**config.mk**
```make
export PLATFORM = sky130hd
export DESIGN_NAME = link_serdes
export DESIGN_NICKNAME = d
export VERILOG_FILES = /design/src/rtl/link_pkg.sv /design/src/rtl/link_tx_hold.sv /design/src/rtl/link_tx_shift.sv /design/src/rtl/link_rx_assemble.sv /design/src/rtl/link_serdes.sv
export SDC_FILE = /design/constraint.sdc
export NUM_CORES = 1
export LEC_CHECK = 0
export ABC_AREA = 1
export BUFFER_PORTS_ARGS = -buffer_cell sky130_fd_sc_hd__buf_2
export CORE_MARGIN = 4
export CORE_UTILIZATION = 55
export CTS_BUF_LIST = sky130_fd_sc_hd__clkbuf_8
export DETAILED_ROUTE_END_ITERATION = 8
export MAX_ROUTING_LAYER = met4
export PLACE_DENSITY_LB_ADDON = 0.25
export SYNTH_ARGS = -nofsm -noshare
export SYNTH_HDL_FRONTEND = slang
export SYNTH_HIERARCHICAL = 1
export SYNTH_SLANG_ARGS = --single-unit
```
**constraint.sdc**
```tcl
create_clock -name clk -period 3.1 [get_ports clk]
set_input_delay 0.62 -clock clk [delete_from_list [all_inputs] [get_ports clk]]
set_output_delay 0.62 -clock clk [all_outputs]
set_load 0.01 [all_outputs]
```
**src/rtl/link_pkg.sv**
```systemverilog
package link_pkg;
  localparam int LINK_WORD_W  = 48;
  localparam int LINK_SHORT_W = 32;
  localparam int LINK_BEAT_W  = 8;

  // index of the final beat for the chosen word size and beat width
  function automatic int final_beat(input logic long_word, input logic byte_beat,
                                    input int word_w, input int short_w, input int beat_w);
    int bits;
    int per;
    bits = long_word ? word_w : short_w;
    per  = byte_beat ? beat_w : beat_w / 2;
    return bits / per - 1;
  endfunction
endpackage

```
**src/rtl/link_tx_hold.sv**
```systemverilog
module link_tx_hold #(
  parameter int WORD_W = 48
) (
  input  logic              clk,
  input  logic              rst_n,
  input  logic              in_valid,
  output logic              in_ready,
  input  logic [WORD_W-1:0] in_data,
  input  logic              take,
  output logic              full,
  output logic [WORD_W-1:0] data
);
  logic accept;

  assign in_ready = !full;
  assign accept   = in_valid && !full;

  always_ff @(posedge clk) begin
    if (!rst_n) begin
      full <= 1'b0;
      data <= '0;
    end else if (accept) begin
      full <= 1'b1;
      data <= in_data;
    end else if (take) begin
      full <= 1'b0;
    end
  end

  AST_HOLD_KEEP: assert property (@(posedge clk) disable iff (!rst_n)
    full && !take |=> full && $stable(data));
  AST_NO_TAKE_EMPTY: assert property (@(posedge clk) disable iff (!rst_n)
    take |-> full);
endmodule

```
**src/rtl/link_tx_shift.sv**
```systemverilog
module link_tx_shift
  import link_pkg::*;
#(
  parameter int WORD_W  = 48,
  parameter int SHORT_W = 32,
  parameter int BEAT_W  = 8
) (
  input  logic              clk,
  input  logic              rst_n,
  input  logic              cfg_long_word,
  input  logic              cfg_byte_beat,
  input  logic              hold_full,
  input  logic [WORD_W-1:0] hold_data,
  output logic              take,
  input  logic              ack,
  output logic              strobe,
  output logic [BEAT_W-1:0] beat
);
  localparam int HALF_W = BEAT_W / 2;
  localparam int MAX_BEATS = WORD_W / HALF_W;
  localparam int CNT_W = $clog2(MAX_BEATS);
  localparam logic [WORD_W-1:0] SHORT_MASK = {{(WORD_W-SHORT_W){1'b0}}, {SHORT_W{1'b1}}};

  logic              busy;
  logic [WORD_W-1:0] shreg;
  logic [CNT_W-1:0]  cnt;
  logic [CNT_W-1:0]  last_idx;
  logic              fire;
  logic              at_last;

  assign last_idx = CNT_W'(final_beat(cfg_long_word, cfg_byte_beat, WORD_W, SHORT_W, BEAT_W));
  assign fire     = busy && ack;
  assign at_last  = (cnt == last_idx);
  assign take     = hold_full && (!busy || (fire && at_last));
  assign strobe   = busy;
  assign beat     = cfg_byte_beat ? shreg[BEAT_W-1:0]
                                  : {{(BEAT_W-HALF_W){1'b0}}, shreg[HALF_W-1:0]};

  always_ff @(posedge clk) begin
    if (!rst_n) begin
      busy  <= 1'b0;
      shreg <= '0;
      cnt   <= '0;
    end else if (take) begin
      busy  <= 1'b1;
      shreg <= cfg_long_word ? hold_data : (hold_data & SHORT_MASK);
      cnt   <= '0;
    end else if (fire) begin
      if (at_last) begin
        busy <= 1'b0;
        cnt  <= '0;
      end else begin
        cnt   <= cnt + 1'b1;
        shreg <= cfg_byte_beat ? (shreg >> BEAT_W) : (shreg >> HALF_W);
      end
    end
  end

  AST_BEAT_HOLD: assert property (@(posedge clk) disable iff (!rst_n)
    busy && !ack |=> busy && $stable(cnt) && $stable(shreg));
  AST_TX_CNT_RANGE: assert property (@(posedge clk) disable iff (!rst_n)
    busy |-> cnt <= last_idx);
  AST_GAPLESS: assert property (@(posedge clk) disable iff (!rst_n)
    fire && at_last && hold_full |=> busy && cnt == '0);
endmodule

```
**src/rtl/link_rx_assemble.sv**
```systemverilog
module link_rx_assemble
  import link_pkg::*;
#(
  parameter int WORD_W  = 48,
  parameter int SHORT_W = 32,
  parameter int BEAT_W  = 8
) (
  input  logic              clk,
  input  logic              rst_n,
  input  logic              cfg_long_word,
  input  logic              cfg_byte_beat,
  input  logic              accept_en,
  input  logic              strobe,
  input  logic [BEAT_W-1:0] beat,
  output logic              ack,
  output logic              word_valid,
  output logic [WORD_W-1:0] word_data
);
  localparam int HALF_W = BEAT_W / 2;
  localparam int MAX_BEATS = WORD_W / HALF_W;
  localparam int CNT_W = $clog2(MAX_BEATS);
  localparam int SH_W = $clog2(WORD_W);

  logic [CNT_W-1:0]  cnt;
  logic [CNT_W-1:0]  last_idx;
  logic [WORD_W-1:0] acc;
  logic [WORD_W-1:0] acc_next;
  logic [WORD_W-1:0] lane;
  logic [SH_W-1:0]   shamt;
  logic              fire;

  assign ack      = accept_en;
  assign fire     = strobe && ack;
  assign last_idx = CNT_W'(final_beat(cfg_long_word, cfg_byte_beat, WORD_W, SHORT_W, BEAT_W));

  always_comb begin
    if (cfg_byte_beat) begin
      lane  = {{(WORD_W-BEAT_W){1'b0}}, beat};
      shamt = SH_W'(cnt) * SH_W'(BEAT_W);
    end else begin
      lane  = {{(WORD_W-HALF_W){1'b0}}, beat[HALF_W-1:0]};
      shamt = SH_W'(cnt) * SH_W'(HALF_W);
    end
    acc_next = acc | (lane << shamt);
  end

  always_ff @(posedge clk) begin
    if (!rst_n) begin
      cnt        <= '0;
      acc        <= '0;
      word_valid <= 1'b0;
      word_data  <= '0;
    end else begin
      word_valid <= 1'b0;
      if (fire) begin
        if (cnt == last_idx) begin
          word_valid <= 1'b1;
          word_data  <= acc_next;
          acc        <= '0;
          cnt        <= '0;
        end else begin
          acc <= acc_next;
          cnt <= cnt + 1'b1;
        end
      end
    end
  end

  AST_DONE_ONE_CYCLE: assert property (@(posedge clk) disable iff (!rst_n)
    word_valid |=> !word_valid);
  AST_RX_CNT_RANGE: assert property (@(posedge clk) disable iff (!rst_n)
    cnt <= last_idx);
  AST_RX_HOLD: assert property (@(posedge clk) disable iff (!rst_n)
    !fire |=> $stable(cnt) && $stable(acc));
endmodule

```
**src/rtl/link_serdes.sv**
```systemverilog
module link_serdes
  import link_pkg::*;
#(
  parameter int WORD_W  = LINK_WORD_W,
  parameter int SHORT_W = LINK_SHORT_W,
  parameter int BEAT_W  = LINK_BEAT_W
) (
  input  logic              clk,
  input  logic              rst_n,
  input  logic              cfg_long_word,
  input  logic              cfg_byte_beat,
  input  logic              in_valid,
  output logic              in_ready,
  input  logic [WORD_W-1:0] in_data,
  output logic              tx_empty,
  input  logic              rx_accept,
  output logic [BEAT_W-1:0] link_data,
  output logic              link_strobe,
  output logic              link_ack,
  output logic              out_valid,
  output logic [WORD_W-1:0] out_data
);
  logic              hold_full;
  logic [WORD_W-1:0] hold_data;
  logic              take;

  link_tx_hold #(.WORD_W(WORD_W)) u_hold (
    .clk      (clk),
    .rst_n    (rst_n),
    .in_valid (in_valid),
    .in_ready (in_ready),
    .in_data  (in_data),
    .take     (take),
    .full     (hold_full),
    .data     (hold_data)
  );

  link_tx_shift #(.WORD_W(WORD_W), .SHORT_W(SHORT_W), .BEAT_W(BEAT_W)) u_tx (
    .clk           (clk),
    .rst_n         (rst_n),
    .cfg_long_word (cfg_long_word),
    .cfg_byte_beat (cfg_byte_beat),
    .hold_full     (hold_full),
    .hold_data     (hold_data),
    .take          (take),
    .ack           (link_ack),
    .strobe        (link_strobe),
    .beat          (link_data)
  );

  link_rx_assemble #(.WORD_W(WORD_W), .SHORT_W(SHORT_W), .BEAT_W(BEAT_W)) u_rx (
    .clk           (clk),
    .rst_n         (rst_n),
    .cfg_long_word (cfg_long_word),
    .cfg_byte_beat (cfg_byte_beat),
    .accept_en     (rx_accept),
    .strobe        (link_strobe),
    .beat          (link_data),
    .ack           (link_ack),
    .word_valid    (out_valid),
    .word_data     (out_data)
  );

  assign tx_empty = !hold_full;

  AST_EMPTY_ON_LOAD: assert property (@(posedge clk) disable iff (!rst_n)
    take && !(in_valid && in_ready) |=> tx_empty);
  AST_STROBE_STALL: assert property (@(posedge clk) disable iff (!rst_n)
    link_strobe && !link_ack |=> link_strobe && $stable(link_data));
endmodule

```
==> impl_results.md, run 1 <==
* Hold_buf cts at 0
* Antenna violations before repair at 0
* Max Cap Viol at 0
* Num CTS Buffers at 35
* Slowest cell on crit path: buf_4
* Post-Syn Area at approximately 10000 sq um
* Core Util, Final at approximately 64%
* R2R Path End: u_rx/acc[8]$_SDFFE_PN0P_
* PostCTS Resize Cnt at 0
* Antenna Cells at 0
* First-pass GRT wire length at between 40000 and 50000 um
* Critical path class: in2out
* # IOs at 115
* Least-Margin Pin Slew at between 0.6 and 0.7 ns
* Most common flop cell mapped by yosys: dfxtp_1
* Nets at around 1600
* Mean Syn Cell Area at 6.978 sq um
* Vias at between 9000 and 10000
* Seq pwr share at 46.2%
* Count of state elements after synthesis at slightly above 200
* Final min period at 2.436 ns
* Design internal power at around 0.0044 W
* Number of DRC violations after detailed-routing iteration 0 at 935
* Maximum vdd ir drop at 0.0004439 V
* Clk_skew at between 0.02 and 0.025 ns
* Register area at 4065 sq um
* End point of the critical path: link_data[6]
* Layout cells sized above 1 at about 15%
* Final period utilization at 78.59%
* Syn nets at between 1000 and 1500
* Cell area after layout at roughly 11000 sq um
* Yosys cell types at 35
* TritonCTS Sinks at a little over 200
* CP arrival at ~1.8 ns
* Crit-path max cell delay at about 0.55 ns
* Unrepaired setup endpoints after global routing: no
* Crit path depth at 5
* Critical-path cell list: buf_2, buf_4, nand2_1, inv_1, buf_2
* Filler Cells Inserted at 1610
* Startpoint types: input port
* Max clock buf depth at 3
* R2R cell count at 8
* Core area at roughly 18000 sq um
* Clock share of power at between 30% and 40%
* Post-synth ARST share at 0%
* Fin. Hold Viols at 0
* # rows at 48
* CP required at ~2.5 ns
* Clock Tree Root: clkbuf_8
* Worst Hold Class: in2reg
* Vias in the first global route at roughly 8500
* Clk pin slew, worst setup/hold paths at roughly 0.060 ns
* Final Max Tran Viols at 0
* Sw Ratio at 28.18%
* Drt total wl at 24940 um
* Synth area leaders: dfxtp_1 41%, nand2_1 9.4%, nor2_1 9.3%
* Leak pwr at about 5.5 nW
* Mean number of vias per cell at around 5.4
* Largest net degree at the start of global routing at between 80 and 90
* Max Clk Rate at just over 400 MHz
* Setup bufs post-CTS at 0
* Multi-input logic area at 4823 sq um
* FF-to-FF setup slack at 0.92 ns
* Worst skew pair latency at 0.52 ns
* DRT Pass-1 Iters at 7
* Delay-heaviest family, CP: buffers and inverters
* P_sw at about 0.0017 W
* ANT nets after route at 0
* Buf/Inv on CP at 4
* Post-synth EDFFs at 0
* Combinational fraction of design power at between 10% and 20%
* Pwr Density at 550.8 nW/um^2
* Final setup fails at 0
* Synth Instances at around 1400
* Die Span Y at 142.7 um
* Die Area at between 20000 and 25000 sq um
* DRC errors left at 0
* Crit path launch: cfg_byte_beat
* Initial core utilization at between 50 and 60%
* Outcome: complete, no violations
* Final Power at 0.006148 W
* GR Overflow Total at 0
* Syn. warnings at 6
* Final TNS setup at 0 ns
* HPWL after detailed placement at approximately 17000 um
* DIE WIDTH at approximately 140 um
* Most common cell in the netlist: nand2_1
* Avg WL per Cell at roughly 14 um
* Worst slew margin at 58.46%
* Dpl cell area at 10450 sq um
* Leading area contributor after synthesis: dfxtp_1
* Critical Path End Type: output port
* GP Congestion at 0.9531
* Post-synth top cells: 250 x nand2_1, 247 x nor2_1, 203 x dfxtp_1, 163 x nand3_1, 119 x o21ai_0
* I/O Buffers at 114
* Share of the synthesized area in the top cell type at roughly two fifths
* Post-synthesis sequential area ratio at 40.75%
* All-Layer GR Usage at approximately 25%
* CTS H-Tree Depth at 2
* Most used cell, CP: buf_2
* Reg2Reg Launch Point: u_rx/cnt[1]$_SDFFE_PN0P_
* CTS tree: done
* Crit path max fanout at 60
* Layout area overhead at 11.93%
cell families (layout without fill, tap and decap cells):
| group | Yosys count | count (layout) | share of synthesized area [%] |
|---|---|---|---|
| AND/OR/NAND/NOR | 731 | 731 | 31.93 |
| flip-flops | 203 | 203 | 40.75 |
| adder cells (fa/ha/maj) | 14 | 14 | 1.757 |
| other | 2 | 2 | 0.07531 |
| AO/OA/AOI/OAI | 231 | 231 | 13.24 |
| XOR/XNOR | 10 | 10 | 0.8783 |
| buffers and inverters | 234 | 321 | 10.97 |
| multiplexers | 4 | 4 | 0.4015 |
flip-flops by register name (all words and copies together) (netlist names):
signal           count
u_rx/acc            48
u_rx/word_valid      1
u_tx/strobe          1
u_rx/word_data      48
u_tx/cnt             4
u_rx/cnt             4
u_tx/shreg          48
u_hold/full          1
u_hold/data         48
worst reg2reg max path, cell delays in order (launching register included):
cell	delay (ns)
dfxtp_1	0.43
inv_1	0.09
o21ai_2	0.50
inv_2	0.28
nor2_1	0.20
nand2_1	0.14
o21bai_1	0.20
o21ai_0	0.13
nor2_1	0.13
area by class of cell:
cell class	instances	share of cell area, %
flip-flops and latches	203	36.42
clock buffers	45	5.549
inverters	120	4.058
repair buffers	141	7.398
clock inverters	15	0.8407
well taps	225	2.522
multi-input cells	992	43.21
per-layer routing:
metal | up-vias | track usage (%) | share of wire (%)
met5 | - | - | 0
met4 | 0 | 6.453 | 1.5
met3 | 38 | 4.454 | 7.5
met2 | 337 | 35.06 | 42
met1 | 4271 | 37.59 | 49
li1 | 4760 | - | -
through the flow:
stage	setup WS, ns	cells	hold WS [ns]
floorplan	0.4278	1429	0.4434
global placement	0.3638	1681	0.4516
detailed placement	0.2591	1681	0.4556
CTS	0.6558	1741	0.3914
global route	0.5396	1741	0.4315
finish	0.6638	1741	0.4045
how the worst min path moves through the flow:
stage,start,endpoint,depth (start not counted)
floorplan,u_tx/shreg[44]$_SDFFE_PN0P_,u_tx/shreg[44]$_SDFFE_PN0P_,2
global placement,u_rx/word_data[24]$_SDFFE_PN0P_,u_rx/word_data[24]$_SDFFE_PN0P_,2
detailed placement,u_rx/word_data[21]$_SDFFE_PN0P_,u_rx/word_data[21]$_SDFFE_PN0P_,2
CTS,in_data[44],u_hold/data[44]$_SDFFE_PN0P_,5
global route,in_data[30],u_hold/data[30]$_SDFFE_PN0P_,5
finish,in_data[44],u_hold/data[44]$_SDFFE_PN0P_,5
cells in the final DEF, fill, tap and decap left out, drive strengths merged:
master,instances
nand2,256
nor2,252
dfxtp,203
nand3,167
buf,141
o21ai,133
inv,131
nand4,54
a21oi,47
clkbuf,45
o21bai,32
ha,14
a31o,8
a21o,8
xor2,6
xnor2,4
mux2i,4
clkinv,2
o21a,2
conb,2
nor3,2
clkinvlp,1
bufinv,1
a21boi,1
power groups by stage:
stage | Clock, W | Combinational [W] | Sequential, W
after floorplan | 0 | 0.000696 | 0.00285
after global placement | 0 | 0.000834 | 0.00289
after detailed placement | 0 | 0.000850 | 0.00290
after CTS | 0.00248 | 0.000853 | 0.00284
after global routing | 0.00261 | 0.000984 | 0.00286
final | 0.00244 | 0.000861 | 0.00284
No activity file was read; power rests on OpenSTA's default activity.
==> run 2: changes to the inputs <==
clock period = 2.5 ns   (was 3.1 ns; I/O delays follow)
==> run 2 against run 1 <==
Effect of this change:
- largest cell class unchanged
- first-iteration DRC count is 12% lower
- combinational power is 28% higher
- non-clock buffer count is 11 higher
- sequential cell count stayed put
- design area is 0.80% higher
- global-route usage is 0.51 points lower
- sequential share of layout area is 0.29 points lower
- die area stayed put
- critical path depth is 2 lower
- cell count is 0.57% higher
- clock power is 23% higher
- worst hold slack worse by 0.11 ns
==> impl_results.md, run 2 (synthesized netlist as in run 1, its figures left out) <==
* PostCTS Resize Cnt at 0
* Slowest cell on crit path: dfxtp_2
* Final min period at roughly 2.0 ns
* All-Layer GR Usage at 24.65%
* R2R cell count at 8
* Die Span Y at 142.7 um
* Antenna violations before repair at 0
* Nets at 1571
* Antenna Cells at 0
* Multi-input logic area at 4823 sq um
* GP Congestion at between 0.8 and 0.9
* Leak pwr at ~5.5 nW
* Pwr Density at approximately 680 nW/um^2
* Avg WL per Cell at 14.02 um
* TritonCTS Sinks at 203
* Clk pin slew, worst setup/hold paths at 0.06 ns
* Worst skew pair latency at 0.51 ns
* Clock Tree Root: clkbuf_8
* Register area at 4065 sq um
* ANT nets after route at 0
* CTS H-Tree Depth at 2
* Vias in the first global route at 8421
* Vias at 9350
* Non-filler cells, final at between 1500 and 2000
* Clk_skew at roughly 0.013 ns
* Filler Cells Inserted at approximately 1600
* Placed Cells incl. Taps at 1692
* Hold path depth at 5
* Largest net degree at the start of global routing at 94
* I/O Buffers at roughly 110
* Least-Margin Pin Slew at 1.016 ns
* GR Overflow Total at 0
* HPWL after detailed placement at between 15000 and 20000 um
* Drt total wl at between 20000 and 25000 um
* Startpoint types: flip-flop
* Number of DRC violations after detailed-routing iteration 0 at ~830
* Hold_buf cts at 0
* First-pass GRT wire length at approximately 40000 um
* # IOs at around 120
* # rows at 48
* Final period utilization at 80.16%
* Max Clk Rate at around 500 MHz
* Crit path max fanout at between 90 and 100
* Core Util, Final at between 60% and 70%
* Critical Path End Type: output port
* Final TNS setup at 0 ns
* Final Power at 0.007631 W
* Fin. Hold Viols at 0
* Max Cap Viol at 0
* Unrepaired setup endpoints after global routing: no
* Max clock buf depth at 3
* Commonest non-fill, non-tap cell in the layout: nand2_1
* Outcome: complete, no violations
* Die Area at ~20000 sq um
* DRC errors left at 0
* CP required at around 2 ns
* Core area at roughly 18000 sq um
* Maximum vdd ir drop at between 0.0004 and 0.0005 V
* DIE WIDTH at ~140 um
* Critical path class: reg2out
* DRT Pass-1 Iters at 5
* CP arrival at 1.50 ns
* Initial core utilization at a little under three fifths
* Worst slew margin at around a third
* Setup bufs post-CTS at 0
* Final Max Tran Viols at 0
* Final setup fails at 0
* CTS tree: done
* Num CTS Buffers at 34
* Layout area overhead at 12.82%
* Critical-path cell list: buf_12, inv_1, buf_2
* Layout cells sized above 1 at ~16%
* Mean number of vias per cell at between 5 and 6
* Worst Hold Class: in2reg
* Most frequent cells in the layout: 250 x nand2_1, 246 x nor2_1, 202 x dfxtp_1
* Crit-path max cell delay at ~0.40 ns
==> run 2: cell types whose count changed in the layout (fill, tap and decap cells not counted) <==
cell	before	now
buf_4	24	34
clkinv_2	2	4
inv_1	124	122
buf_12	4	5
inv_6	1	0
==> run 2: critical path, delay by kind of cell (launching register included) <==
family	cells	cell delay, ns
buf+inv	3	0.58
flops	1	0.40
==> run 2: final timing paths <==
path	start	slack, ns	to
max reg2reg	u_rx/cnt[0]$_SDFFE_PN0P_	0.69	u_rx/word_data[41]$_SDFFE_PN0P_
max	u_hold/full$_SDFFE_PN0P_	0.50	tx_empty
min	in_data[45]	0.30	u_hold/data[45]$_SDFFE_PN0P_
min reg2reg	u_rx/word_data[39]$_SDFFE_PN0P_	0.46	u_rx/word_data[39]$_SDFFE_PN0P_
==> run 2: cell type report <==
type	instances	share of cell area, %
clock buffer	45	5.505
sequential	203	36.13
timing repair buffer	152	8.185
multi-input combinational	992	42.87
clock inverter	14	0.7785
inverter	120	4.026
tap	225	2.502
==> run 2: per-layer routing <==
metal	global-route usage [%]	vias up	routed length, um
met5	-	-	0
met4	5.803	0	376
met3	4.220	38	1667
met2	35.39	298	10400
met1	36.24	4226	12100
li1	-	4788	-
==> run 2: power breakdown <==
group / switching (W) / internal (W)
logic: 0.000722 / 0.000380
clock network: 0.00130 / 0.00171
registers: 0.000117 / 0.00340
==> run 2: stage by stage <==
step / hold WS, ns / setup WS, ns / instance area (sq um)
3_5_place_dp: 0.4553 / 0.08981 / 10540
3_3_place_gp: 0.4513 / 0.1666 / 10540
5_1_grt: 0.3216 / 0.4170 / 11250
4_1_cts: 0.2846 / 0.5027 / 11250
2_1_floorplan: 0.4434 / 0.003466 / 9973
6_report: 0.2971 / 0.4960 / 11250
